### src/rtl/eth_irq_pkg.sv
package eth_irq_pkg;
  localparam int NUM_SRC   = 9;
  localparam int NUM_TS    = 4;
  localparam int NUM_TXERR = 6;
  localparam int ADDR_W    = 2;

  localparam int B_PHY    = 0;
  localparam int B_WAKE   = 1;
  localparam int B_LPWR   = 2;
  localparam int B_CNT    = 3;
  localparam int B_CNT_RX = 4;
  localparam int B_CNT_TX = 5;
  localparam int B_TS     = 6;
  localparam int B_TXS    = 7;
  localparam int B_RXS    = 8;

  typedef enum logic [ADDR_W-1:0] {
    REG_STATUS = 2'd0,
    REG_ENABLE = 2'd1,
    REG_CTRL   = 2'd2,
    REG_NONE   = 2'd3
  } reg_sel_e;

  function automatic logic [NUM_SRC-1:0] build_sticky_mask();
    logic [NUM_SRC-1:0] m;
    m = '1;
    m[B_CNT]    = 1'b0;
    m[B_CNT_RX] = 1'b0;
    m[B_CNT_TX] = 1'b0;
    return m;
  endfunction

  localparam logic [NUM_SRC-1:0] STICKY_MASK = build_sticky_mask();

  function automatic logic irq_request(logic [NUM_SRC-1:0] st,
                                       logic [NUM_SRC-1:0] en);
    return |(st & en);
  endfunction

  function automatic logic [NUM_SRC-1:0] gather_events(
      logic phy_rise, logic wake, logic lpwr, logic rx_any, logic tx_any,
      logic ts_any, logic txs_any, logic rxs);
    logic [NUM_SRC-1:0] v;
    v           = '0;
    v[B_PHY]    = phy_rise;
    v[B_WAKE]   = wake;
    v[B_LPWR]   = lpwr;
    v[B_CNT]    = rx_any | tx_any;
    v[B_CNT_RX] = rx_any;
    v[B_CNT_TX] = tx_any;
    v[B_TS]     = ts_any;
    v[B_TXS]    = txs_any;
    v[B_RXS]    = rxs;
    return v;
  endfunction
endpackage

### src/rtl/eth_irq_edge_sync.sv
module eth_irq_edge_sync #(
  parameter int STAGES = 2
) (
  input  logic clk,
  input  logic rst_n,
  input  logic async_i,
  output logic rise_o
);
  // chain_q[STAGES-1] is the synchronised level, chain_q[STAGES] its delay
  logic [STAGES:0] chain_q;

  always_ff @(posedge clk or negedge rst_n) begin
    if (!rst_n) chain_q <= '0;
    else        chain_q <= {chain_q[STAGES-1:0], async_i};
  end

  assign rise_o = chain_q[STAGES-1] & ~chain_q[STAGES];

  // an edge is reported for one cycle only
  assert_rise_single_R2: assert property (@(posedge clk) disable iff (!rst_n)
    rise_o |=> !rise_o);
endmodule

### src/rtl/eth_irq_status_bank.sv
module eth_irq_status_bank
  import eth_irq_pkg::*;
#(
  parameter int                 N    = NUM_SRC,
  parameter logic [N-1:0]       MASK = STICKY_MASK
) (
  input  logic         clk,
  input  logic         rst_n,
  input  logic [N-1:0] ev_i,
  input  logic         rd_clr_i,
  input  logic [N-1:0] wr_clr_i,
  output logic [N-1:0] q_o
);
  for (genvar i = 0; i < N; i++) begin : g_bit
    if (MASK[i]) begin : g_sticky
      logic clr_w;
      assign clr_w = rd_clr_i | wr_clr_i[i];
      always_ff @(posedge clk or negedge rst_n) begin
        if (!rst_n) q_o[i] <= 1'b0;
        else        q_o[i] <= ev_i[i] | (q_o[i] & ~clr_w);
      end

      assert_set_wins_R9: assert property (@(posedge clk) disable iff (!rst_n)
        ev_i[i] |=> q_o[i]);
      assert_read_clear_R7: assert property (@(posedge clk) disable iff (!rst_n)
        (rd_clr_i && !ev_i[i]) |=> !q_o[i]);
      assert_write_clear_R8: assert property (@(posedge clk) disable iff (!rst_n)
        (wr_clr_i[i] && !ev_i[i]) |=> !q_o[i]);
      assert_sticky_hold_R8: assert property (@(posedge clk) disable iff (!rst_n)
        (!ev_i[i] && !rd_clr_i && !wr_clr_i[i]) |=> $stable(q_o[i]));
    end else begin : g_level
      always_ff @(posedge clk or negedge rst_n) begin
        if (!rst_n) q_o[i] <= 1'b0;
        else        q_o[i] <= ev_i[i];
      end

      assert_level_follow_R4: assert property (@(posedge clk) disable iff (!rst_n)
        1'b1 |=> (q_o[i] == $past(ev_i[i])));
    end
  end
endmodule

### src/rtl/eth_irq_aggregator.sv
module eth_irq_aggregator
  import eth_irq_pkg::*;
#(
  parameter int CNT_W       = 8,
  parameter int SYNC_STAGES = 2
) (
  input  logic                 clk,
  input  logic                 rst_n,
  input  logic                 phy_irq_pin,
  input  logic                 wake_evt,
  input  logic                 lowpwr_evt,
  input  logic [CNT_W-1:0]     cnt_tx_vec,
  input  logic [CNT_W-1:0]     cnt_rx_vec,
  input  logic [NUM_TS-1:0]    ts_evt,
  input  logic [NUM_TXERR-1:0] tx_err,
  input  logic                 rx_wdt,
  input  logic                 reg_rd,
  input  logic                 reg_wr,
  input  logic [ADDR_W-1:0]    reg_addr,
  input  logic [NUM_SRC-1:0]   reg_wdata,
  output logic [NUM_SRC-1:0]   reg_rdata,
  output logic [NUM_SRC-1:0]   status_o,
  output logic [NUM_SRC-1:0]   enable_o,
  output logic                 irq_o
);
  logic               phy_rise;
  logic               rd_status, wr_status, rd_clr;
  logic [NUM_SRC-1:0] wr_clr, ev_vec, status_q, enable_q, rdata_next;
  logic               rcwe_q;

  eth_irq_edge_sync #(.STAGES(SYNC_STAGES)) u_phy_sync (
    .clk     (clk),
    .rst_n   (rst_n),
    .async_i (phy_irq_pin),
    .rise_o  (phy_rise)
  );

  assign rd_status = reg_rd && (reg_addr == REG_STATUS);
  assign wr_status = reg_wr && (reg_addr == REG_STATUS);
  assign rd_clr    = rd_status && !rcwe_q;
  assign wr_clr    = (wr_status && rcwe_q) ? (reg_wdata & STICKY_MASK) : '0;

  assign ev_vec = gather_events(phy_rise, wake_evt, lowpwr_evt, |cnt_rx_vec,
                                |cnt_tx_vec, |ts_evt, |tx_err, rx_wdt);

  eth_irq_status_bank #(.N(NUM_SRC), .MASK(STICKY_MASK)) u_bank (
    .clk      (clk),
    .rst_n    (rst_n),
    .ev_i     (ev_vec),
    .rd_clr_i (rd_clr),
    .wr_clr_i (wr_clr),
    .q_o      (status_q)
  );

  always_ff @(posedge clk or negedge rst_n) begin
    if (!rst_n) begin
      enable_q <= '0;
      rcwe_q   <= 1'b0;
    end else if (reg_wr) begin
      if (reg_addr == REG_ENABLE) enable_q <= reg_wdata;
      if (reg_addr == REG_CTRL)   rcwe_q   <= reg_wdata[0];
    end
  end

  always_comb begin
    rdata_next = '0;
    case (reg_addr)
      REG_STATUS: rdata_next = status_q;
      REG_ENABLE: rdata_next = enable_q;
      REG_CTRL:   rdata_next[0] = rcwe_q;
      default:    rdata_next = '0;
    endcase
  end

  always_ff @(posedge clk or negedge rst_n) begin
    if (!rst_n) begin
      reg_rdata <= '0;
      irq_o     <= 1'b0;
    end else begin
      if (reg_rd) reg_rdata <= rdata_next;
      irq_o <= irq_request(status_q, enable_q);
    end
  end

  assign status_o = status_q;
  assign enable_o = enable_q;

  assert_phy_set_R2: assert property (@(posedge clk) disable iff (!rst_n)
    phy_rise |=> status_q[B_PHY]);
  assert_cnt_summary_R4: assert property (@(posedge clk) disable iff (!rst_n)
    1'b1 |=> (status_q[B_CNT] == (status_q[B_CNT_RX] | status_q[B_CNT_TX])));
  assert_read_preclear_R7: assert property (@(posedge clk) disable iff (!rst_n)
    rd_status |=> (reg_rdata == $past(status_q)));
  assert_read_keeps_R8: assert property (@(posedge clk) disable iff (!rst_n)
    (rd_status && rcwe_q && !reg_wr) |=>
      ((($past(status_q) & STICKY_MASK) & ~status_q) == '0));
  assert_irq_track_R10: assert property (@(posedge clk) disable iff (!rst_n)
    1'b1 |=> (irq_o == |($past(status_q & enable_q))));
  assert_rdata_hold_R11: assert property (@(posedge clk) disable iff (!rst_n)
    !reg_rd |=> $stable(reg_rdata));
endmodule

### config.mk
export PLATFORM = sky130hd
export DESIGN_NAME = eth_irq_aggregator
export DESIGN_NICKNAME = d
export VERILOG_FILES = /design/src/rtl/eth_irq_pkg.sv /design/src/rtl/eth_irq_edge_sync.sv /design/src/rtl/eth_irq_status_bank.sv /design/src/rtl/eth_irq_aggregator.sv
export SDC_FILE = /design/constraint.sdc
export NUM_CORES = 1
export LEC_CHECK = 0
export BUFFER_PORTS_ARGS = -buffer_cell sky130_fd_sc_hd__buf_2
export CORE_MARGIN = 2
export CORE_UTILIZATION = 39
export DETAILED_ROUTE_END_ITERATION = 12
export PLACE_DENSITY = 0.8
export SLEW_MARGIN = 5
export SYNTH_ARGS = -nofsm -noshare
export SYNTH_HDL_FRONTEND = slang
export SYNTH_SLANG_ARGS = --single-unit
### constraint.sdc
create_clock -name clk -period 1.2 [get_ports clk]
set_input_delay 0.24 -clock clk [delete_from_list [all_inputs] [get_ports clk]]
set_output_delay 0.24 -clock clk [all_outputs]
set_load 0.05 [all_outputs]
==> metrics.txt, run 1 <==
TritonCTS Buffers 5; H-tree depth 2; Synth Flop Type dfrtp_1; wire length per cell 14.4 um; CTS tree yes; static leakage 1.04 nW; critical path peak fanout 6; mean post-synth cell area 12.5 um^2; worst path required time 1430 ps; Arr. time, crit path 1540 ps; Setup Skew 7.32 ps; simple-gate portion of the synthesized area 10.3%; Max Slew Vio Count 0; all-layer global routing usage 19.1%; die width 62.8 um; Reg-to-Reg Start rcwe_q$_DFFE_PN0P_; Critical Path Max Stage Delay 540 ps; most frequent cells in the layout buf_2 (44), buf_4 (38), dfrtp_1 (27), buf_6 (14); Worst Setup EP u_bank.q_o[0]$_DFF_PN0_; failing checks setup timing; initial antenna violation count 0; total power draw 3.03 mW; setup ws final -103 ps; reg2reg setup slack -100 ps; initial DRC count 92; number of global-route vias before repair 1216; CP startpoint rcwe_q$_DFFE_PN0P_; largest net degree at the start of global routing 33; DRC Markers 0; CP startpoint kind register; largest family of logic cells by synthesized area multiplexers; PD cells 1390 nW/um^2; HP Class in -> reg; Net Count, Synth 153; RSZ-0062 raised after global routing true; Crit. End Element register; total wire length 3740 um; part of the cycle the worst path needs 109%; GPL Wtd Cong 0.835; Max-Cap Viols 0; Ys Warns 0; Async SR Flop Fraction 100%; Routed Antenna Nets 0; Area Overhead vs Synth 62.0%; I/O pins 73; TNS Setup -381 ps; Peak supply drop 0.000545 V; Synth Area in Compound Gates 11.4%; Num Clock Sinks 32; slowest cell on the critical path or4b_4; Avg Vias per Cell 4.90; Max Root-Sink Buffers 2; netlist area before placement 1350 um^2; FF+latch count, synth 32; CP cell instances or4b_4, a32o_1; diode count 0; Via Count 1269; total grt overflow 0; Mapped Cells 108; initial core utilization 40.4%; Adder-Cell Fraction of Synth Area 0%; # setup viols final 6; worst r2r dst u_bank.q_o[0]$_DFF_PN0_; FMAX 767 MHz; fill count 253; XOR/XNOR Fraction of Synth Area 0%; final core utilization 65.4%; DIE AREA 3940 um^2; post-synthesis mux area share 15.0%; Slew headroom 74.8%; area of the multi-input gates 505 um^2; Root Buffer clkbuf_4; status finished, violations left; dpl hpwl 2570 um; TritonRoute pass-1 iters 4; Distinct cells, synth 26; Period minus WS final 1300 ps; final hold violation count 0; Register-to-Register Path Depth 2; Worst-path clk slew 100 ps; Port Buf Inserts 72; Setup WS pre-CTS -231 ps; nets@finish 257; Skew-Pair Late Insertion Delay 340 ps; row cnt 21; first-pass GRT wire length 5690 um; register area share after synthesis 59.4%; most common cell after layout, fill and taps aside buf_2; register area 807 um^2; Die Span Y 62.8 um; Least-Margin Pin Slew 374 ps; worst setup path class reg -> reg; core area 3340 um^2; EDFF count, synth 0; share of cells above drive strength 1 57.7%
-- stage by stage --
| stage | area, um^2 | hold slack (ps) | std cells |
|---|---|---|---|
| after floorplan | 1350 | -55.6 | 108 |
| after global placement | 1830 | 208 | 230 |
| after detailed placement | 1830 | 204 | 230 |
| after CTS | 2080 | 76.8 | 250 |
| after global routing | 2180 | 85.1 | 259 |
| final | 2180 | 81.0 | 259 |
-- report_power, final --
| part | total [mW] | internal (mW) | switching (mW) |
|---|---|---|---|
| logic | 1.09 | 0.459 | 0.635 |
| clock network | 0.649 | 0.278 | 0.370 |
| registers | 1.29 | 1.20 | 0.0866 |
| total | 3.03 | 1.94 | 1.09 |
-- per-layer routing --
metal  up-vias  GRT usage, %  wire length [um]
li1        608             -                 -
met1       600          22.9              1530
met2        55          32.0              1930
met3         6          4.68               205
met4         0          10.0                72
met5         -             0                 0
-- cells by family after synthesis --
family | after synthesis
AO/OA/AOI/OAI | 20
buffers and inverters | 13
AND/OR/NAND/NOR | 24
flip-flops | 32
multiplexers | 19
-- state kept, by name, summed over array words and instances, names as in the netlist --
signal              count
enable_o                9
reg_rdata               9
u_bank.q_o              9
u_phy_sync.chain_q      3
irq_o                   1
rcwe_q                  1
-- synthesized netlist by cell type, drive strengths merged (2+ instances only) --
master | instances | area, um^2
a31o | 5 | 43.8
buf | 2 | 10.0
clkbuf | 2 | 7.51
dfrtp | 32 | 801
inv | 9 | 33.8
mux2 | 10 | 113
mux2i | 9 | 90.1
nand2 | 9 | 33.8
nand3b | 3 | 22.5
nor4 | 5 | 31.3
o22ai | 8 | 50.1
-- repair_timing --
| item | 4_1_cts | 5_1_grt |
|---|---|---|
| hold buffers | 2 | 0 |
| pin swaps | 3 | 2 |
| endpoints found under the hold margin | 33 | 0 |
| gates resized for setup | 34 | 15 |
| buffers inserted | 10 | 9 |
| endpoints found under the setup margin | 29 | 25 |
-- critical path, delay by kind of cell, from the launching register on --
family / cells / cell delay, ps
AO/OA/AOI/OAI: 1 / 270
AND/OR/NAND/NOR: 1 / 540
flip-flops: 1 / 390
-- worst min-delay path by stage --
| stage | from | to | slack (ps) | cells after the start |
|---|---|---|---|---|
| 3_5_place_dp | rst_n | reg_rdata[2]$_DFFE_PN0P_ | 200 | 2 |
| 4_1_cts | rx_wdt | u_bank.q_o[8]$_DFF_PN0_ | 80 | 2 |
| 6_report | rx_wdt | u_bank.q_o[8]$_DFF_PN0_ | 80 | 2 |
| 3_3_place_gp | rst_n | reg_rdata[2]$_DFFE_PN0P_ | 210 | 2 |
| 2_1_floorplan | rst_n | enable_o[0]$_DFFE_PN0P_ | -60 | 0 |
| 5_1_grt | rx_wdt | u_bank.q_o[8]$_DFF_PN0_ | 90 | 2 |
-- area by class of cell --
| type | instances | area share (%) |
|---|---|---|
| clock buffers | 6 | 2.35 |
| clock inverters | 2 | 0.458 |
| inverters | 9 | 1.55 |
| multi-input cells | 63 | 23.2 |
| flip-flops and latches | 32 | 37.0 |
| well taps | 46 | 2.64 |
| repair buffers | 101 | 32.9 |
Note: power is estimated with default switching activity, not from simulation.
==> run 2: changes to the inputs <==
--- a/config.mk
+++ b/config.mk
@@ -5,9 +5,11 @@
 export SDC_FILE = /design/constraint.sdc
 export NUM_CORES = 1
 export LEC_CHECK = 0
+export ABC_AREA = 1
 export BUFFER_PORTS_ARGS = -buffer_cell sky130_fd_sc_hd__buf_2
 export CORE_MARGIN = 2
-export CORE_UTILIZATION = 39
+export CORE_UTILIZATION = 40
+export CTS_CLUSTER_DIAMETER = 40
 export DETAILED_ROUTE_END_ITERATION = 12
 export PLACE_DENSITY = 0.8
 export SLEW_MARGIN = 5
==> run 2 against run 1 <==
Die area rose by 5.5%. Hold slack improved by 8.3 ps. Largest cell class unchanged. Largest power group unchanged. First-iteration DRC count fell by 42%. Area after synthesis rose by 8.6%. The run still ends with setup timing left. Clock skew rose by 3.7 ps. Synthesized cell count rose by 60%. Clock-buffer cell count rose by 1. Critical path type is now reg -> out.
==> metrics.txt, run 2 <==
status finished, violations left (unchanged); failing checks setup timing (unchanged); Yosys top cell by area dfrtp_1 (unchanged); TritonRoute pass-1 iters 4 (unchanged); part of the cycle the worst path needs 101% (was 109%); initial core utilization 42.9% (was 40.4%); top cells by count, synth nand2_1 (61), dfrtp_1 (32), nand3_1 (27) (was dfrtp_1 (32), inv_1 (9), mux2i_1 (9), nand2_1 (9)); register area share after synthesis 54.7% (was 59.4%); Max Slew Vio Count 0 (unchanged); CTS tree yes (unchanged); Arr. time, crit path 970 ps (was 1540 ps); FF+latch count, synth 32 (unchanged); # setup viols final 1 (was 6); total grt overflow 0 (unchanged); most common cell after layout, fill and taps aside nand2_1 (was buf_2); Distinct cells, synth 17 (was 26); HP Class in -> reg (unchanged); largest cells by area after synthesis dfrtp_1 (55%), nand2_1 (16%), nand3_1 (9.2%) (was dfrtp_1 (59%), mux2i_1 (6.7%), mux2_2 (6.7%)); Worst-path clk slew 100 ps (about the same); delay-heaviest family, CP flip-flops (was simple AND/OR/NAND/NOR gates); total wire length 3600 um (was 3740 um); post-synthesis mux area share 0% (was 15.0%); reg2reg setup slack 90 ps (was -100 ps); worst setup path class reg -> out (was reg -> reg); Avg Vias per Cell 4.54 (was 4.90); final hold violation count 0 (unchanged); DIE AREA 4160 um^2 (was 3940 um^2); Synth Flop Type dfrtp_1 (unchanged); PD cells 1320 nW/um^2 (was 1390 nW/um^2); DRC Markers 0 (unchanged); FMAX 829 MHz (was 767 MHz); netlist area before placement 1460 um^2 (was 1350 um^2); initial antenna violation count 0 (unchanged); RSZ-0062 raised after global routing true (unchanged); share of cells above drive strength 1 41.7% (was 57.7%); Peak supply drop 0.000638 V (was 0.000545 V); die width 64.5 um (was 62.8 um); core area 3420 um^2 (was 3340 um^2); simple-gate portion of the synthesized area 33.3% (was 10.3%); slowest cell on the critical path dfrtp_1 (was or4b_4); most frequent cell after synthesis nand2_1 (was dfrtp_1); Adder-Cell Fraction of Synth Area 0% (unchanged); number of global-route vias before repair 1353 (was 1216); Max-Cap Viols 0 (unchanged); wire length per cell 11.4 um (was 14.4 um); Period minus WS final 1210 ps (was 1300 ps); XOR/XNOR Fraction of Synth Area 0% (unchanged); Crit. End Element output pin (was register); first-pass GRT wire length 5890 um (was 5690 um); Max Root-Sink Buffers 2 (unchanged); most frequent cells in the layout nand2_1 (61), buf_2 (45), dfrtp_1 (31), nand3_1 (27), buf_4 (23) (was buf_2 (44), buf_4 (38), dfrtp_1 (27), buf_6 (14)); Synth Area in Compound Gates 5.73% (was 11.4%); Mapped Cells 173 (was 108); H-tree depth 2 (unchanged); CP startpoint kind register (unchanged); largest family of logic cells by synthesized area simple AND/OR/NAND/NOR gates (was multiplexers); EDFF count, synth 0 (unchanged); diode count 0 (unchanged); all-layer global routing usage 18.8% (was 19.1%); Ys Warns 0 (unchanged); worst path required time 960 ps (was 1430 ps); Die Span Y 64.5 um (was 62.8 um); largest net degree at the start of global routing 19 (was 33); Slew headroom 67.3% (was 74.8%); setup ws final -6.47 ps (was -103 ps); Area Overhead vs Synth 53.7% (was 62.0%); Setup WS pre-CTS 104 ps (was -231 ps); dpl hpwl 2670 um (was 2570 um); critical path peak fanout 4 (was 6); Setup Skew 11.1 ps (was 7.32 ps); area share of the largest cell type after synthesis 54.7% (was 59.4%); total power draw 2.98 mW (was 3.03 mW); GPL Wtd Cong 0.830 (was 0.835); Critical Path Max Stage Delay 450 ps (was 540 ps); Async SR Flop Fraction 100% (unchanged); Least-Margin Pin Slew 487 ps (was 374 ps); Net Count, Synth 218 (was 153); static leakage 1.20 nW (was 1.04 nW); mean post-synth cell area 8.46 um^2 (was 12.5 um^2); Via Count 1440 (was 1269); nets@finish 316 (was 257); Skew-Pair Late Insertion Delay 330 ps (was 340 ps); Buf+Inv Stages, Crit Path 1 (was 0); Root Buffer clkbuf_4 (unchanged); row cnt 21 (unchanged); I/O pins 73 (unchanged); CP cell instances buf_6 (was or4b_4, a32o_1); Routed Antenna Nets 0 (unchanged); Port Buf Inserts 72 (unchanged); initial DRC count 53 (was 92); TritonCTS Buffers 5 (unchanged); Num Clock Sinks 32 (unchanged)
[run 2: changes by cell type after synthesis, sizes merged, moves of 10 or more]
| cell | previous run | this run |
|---|---|---|
| inv | 9 | 20 |
| mux2 | 10 | 0 |
| nand2 | 9 | 61 |
| nand3 | 1 | 28 |
| nor2 | 1 | 15 |
| o21ai | 0 | 10 |
[run 2: final cells by class]
cell class / instances / area (um^2)
Fill cell: 292 / 1170
Sequential cell: 32 / 802
Timing Repair Buffer: 93 / 678
Multi-Input combinational cell: 119 / 572
Inverter: 20 / 75.1
Clock buffer: 7 / 65.1
Tap cell: 46 / 57.6
[run 2: cell families after synthesis]
group,after synthesis
buf+inv,22
flops,32
compound gates,10
simple gates,109
[run 2: where the power goes]
part           internal, mW  switching [mW]
logic                 0.398           0.629
clock network         0.332           0.336
registers              1.19          0.0940
[run 2: timing repair]
item	4_1_cts	5_1_grt
setup buffers	3	13
setup endpoints to repair	18	26
hold endpoints to repair	15	1
hold buffers	1	1
resized for setup	27	28
[run 2: metrics by stage]
| stage | hold slack (ps) | util (%) | TNS [ps] | std cells | area [um^2] |
|---|---|---|---|---|---|
| 3_5_place_dp | 178 | 55.6 | 0 | 292 | 1900 |
| 3_3_place_gp | 180 | 55.6 | 0 | 292 | 1900 |
| 2_1_floorplan | -55.6 | - | 0 | 173 | 1460 |
| 5_1_grt | 84.1 | 65.9 | -160 | 317 | 2250 |
| 6_report | 89.3 | 65.9 | -6.47 | 317 | 2250 |
| 4_1_cts | 6.51 | 60.8 | -4.98 | 303 | 2080 |
[run 2: metal layers]
layer	vias up	global-route usage [%]	routed length (um)
met5	-	0	0
met4	0	7.98	94
met3	9	5.90	234
met2	51	31.6	1750
met1	636	22.1	1520
li1	744	-	-
[run 2: final timing paths]
path / startpoint / endpoint / cells past startpoint
setup / recovery: enable_o[1]$_DFFE_PN0P_ / enable_o[1] / 1
hold / removal: rx_wdt / u_bank.q_o[8]$_DFF_PN0_ / 3
setup reg to reg: enable_o[2]$_DFFE_PN0P_ / irq_o$_DFF_PN0_ / 6
hold reg to reg: u_phy_sync.chain_q[0]$_DFF_PN0_ / u_phy_sync.chain_q[1]$_DFF_PN0_ / 0
max in group asynchronous: rst_n / u_bank.q_o[6]$_DFF_PN0_ / 3
min in group asynchronous: rst_n / enable_o[0]$_DFFE_PN0P_ / 2
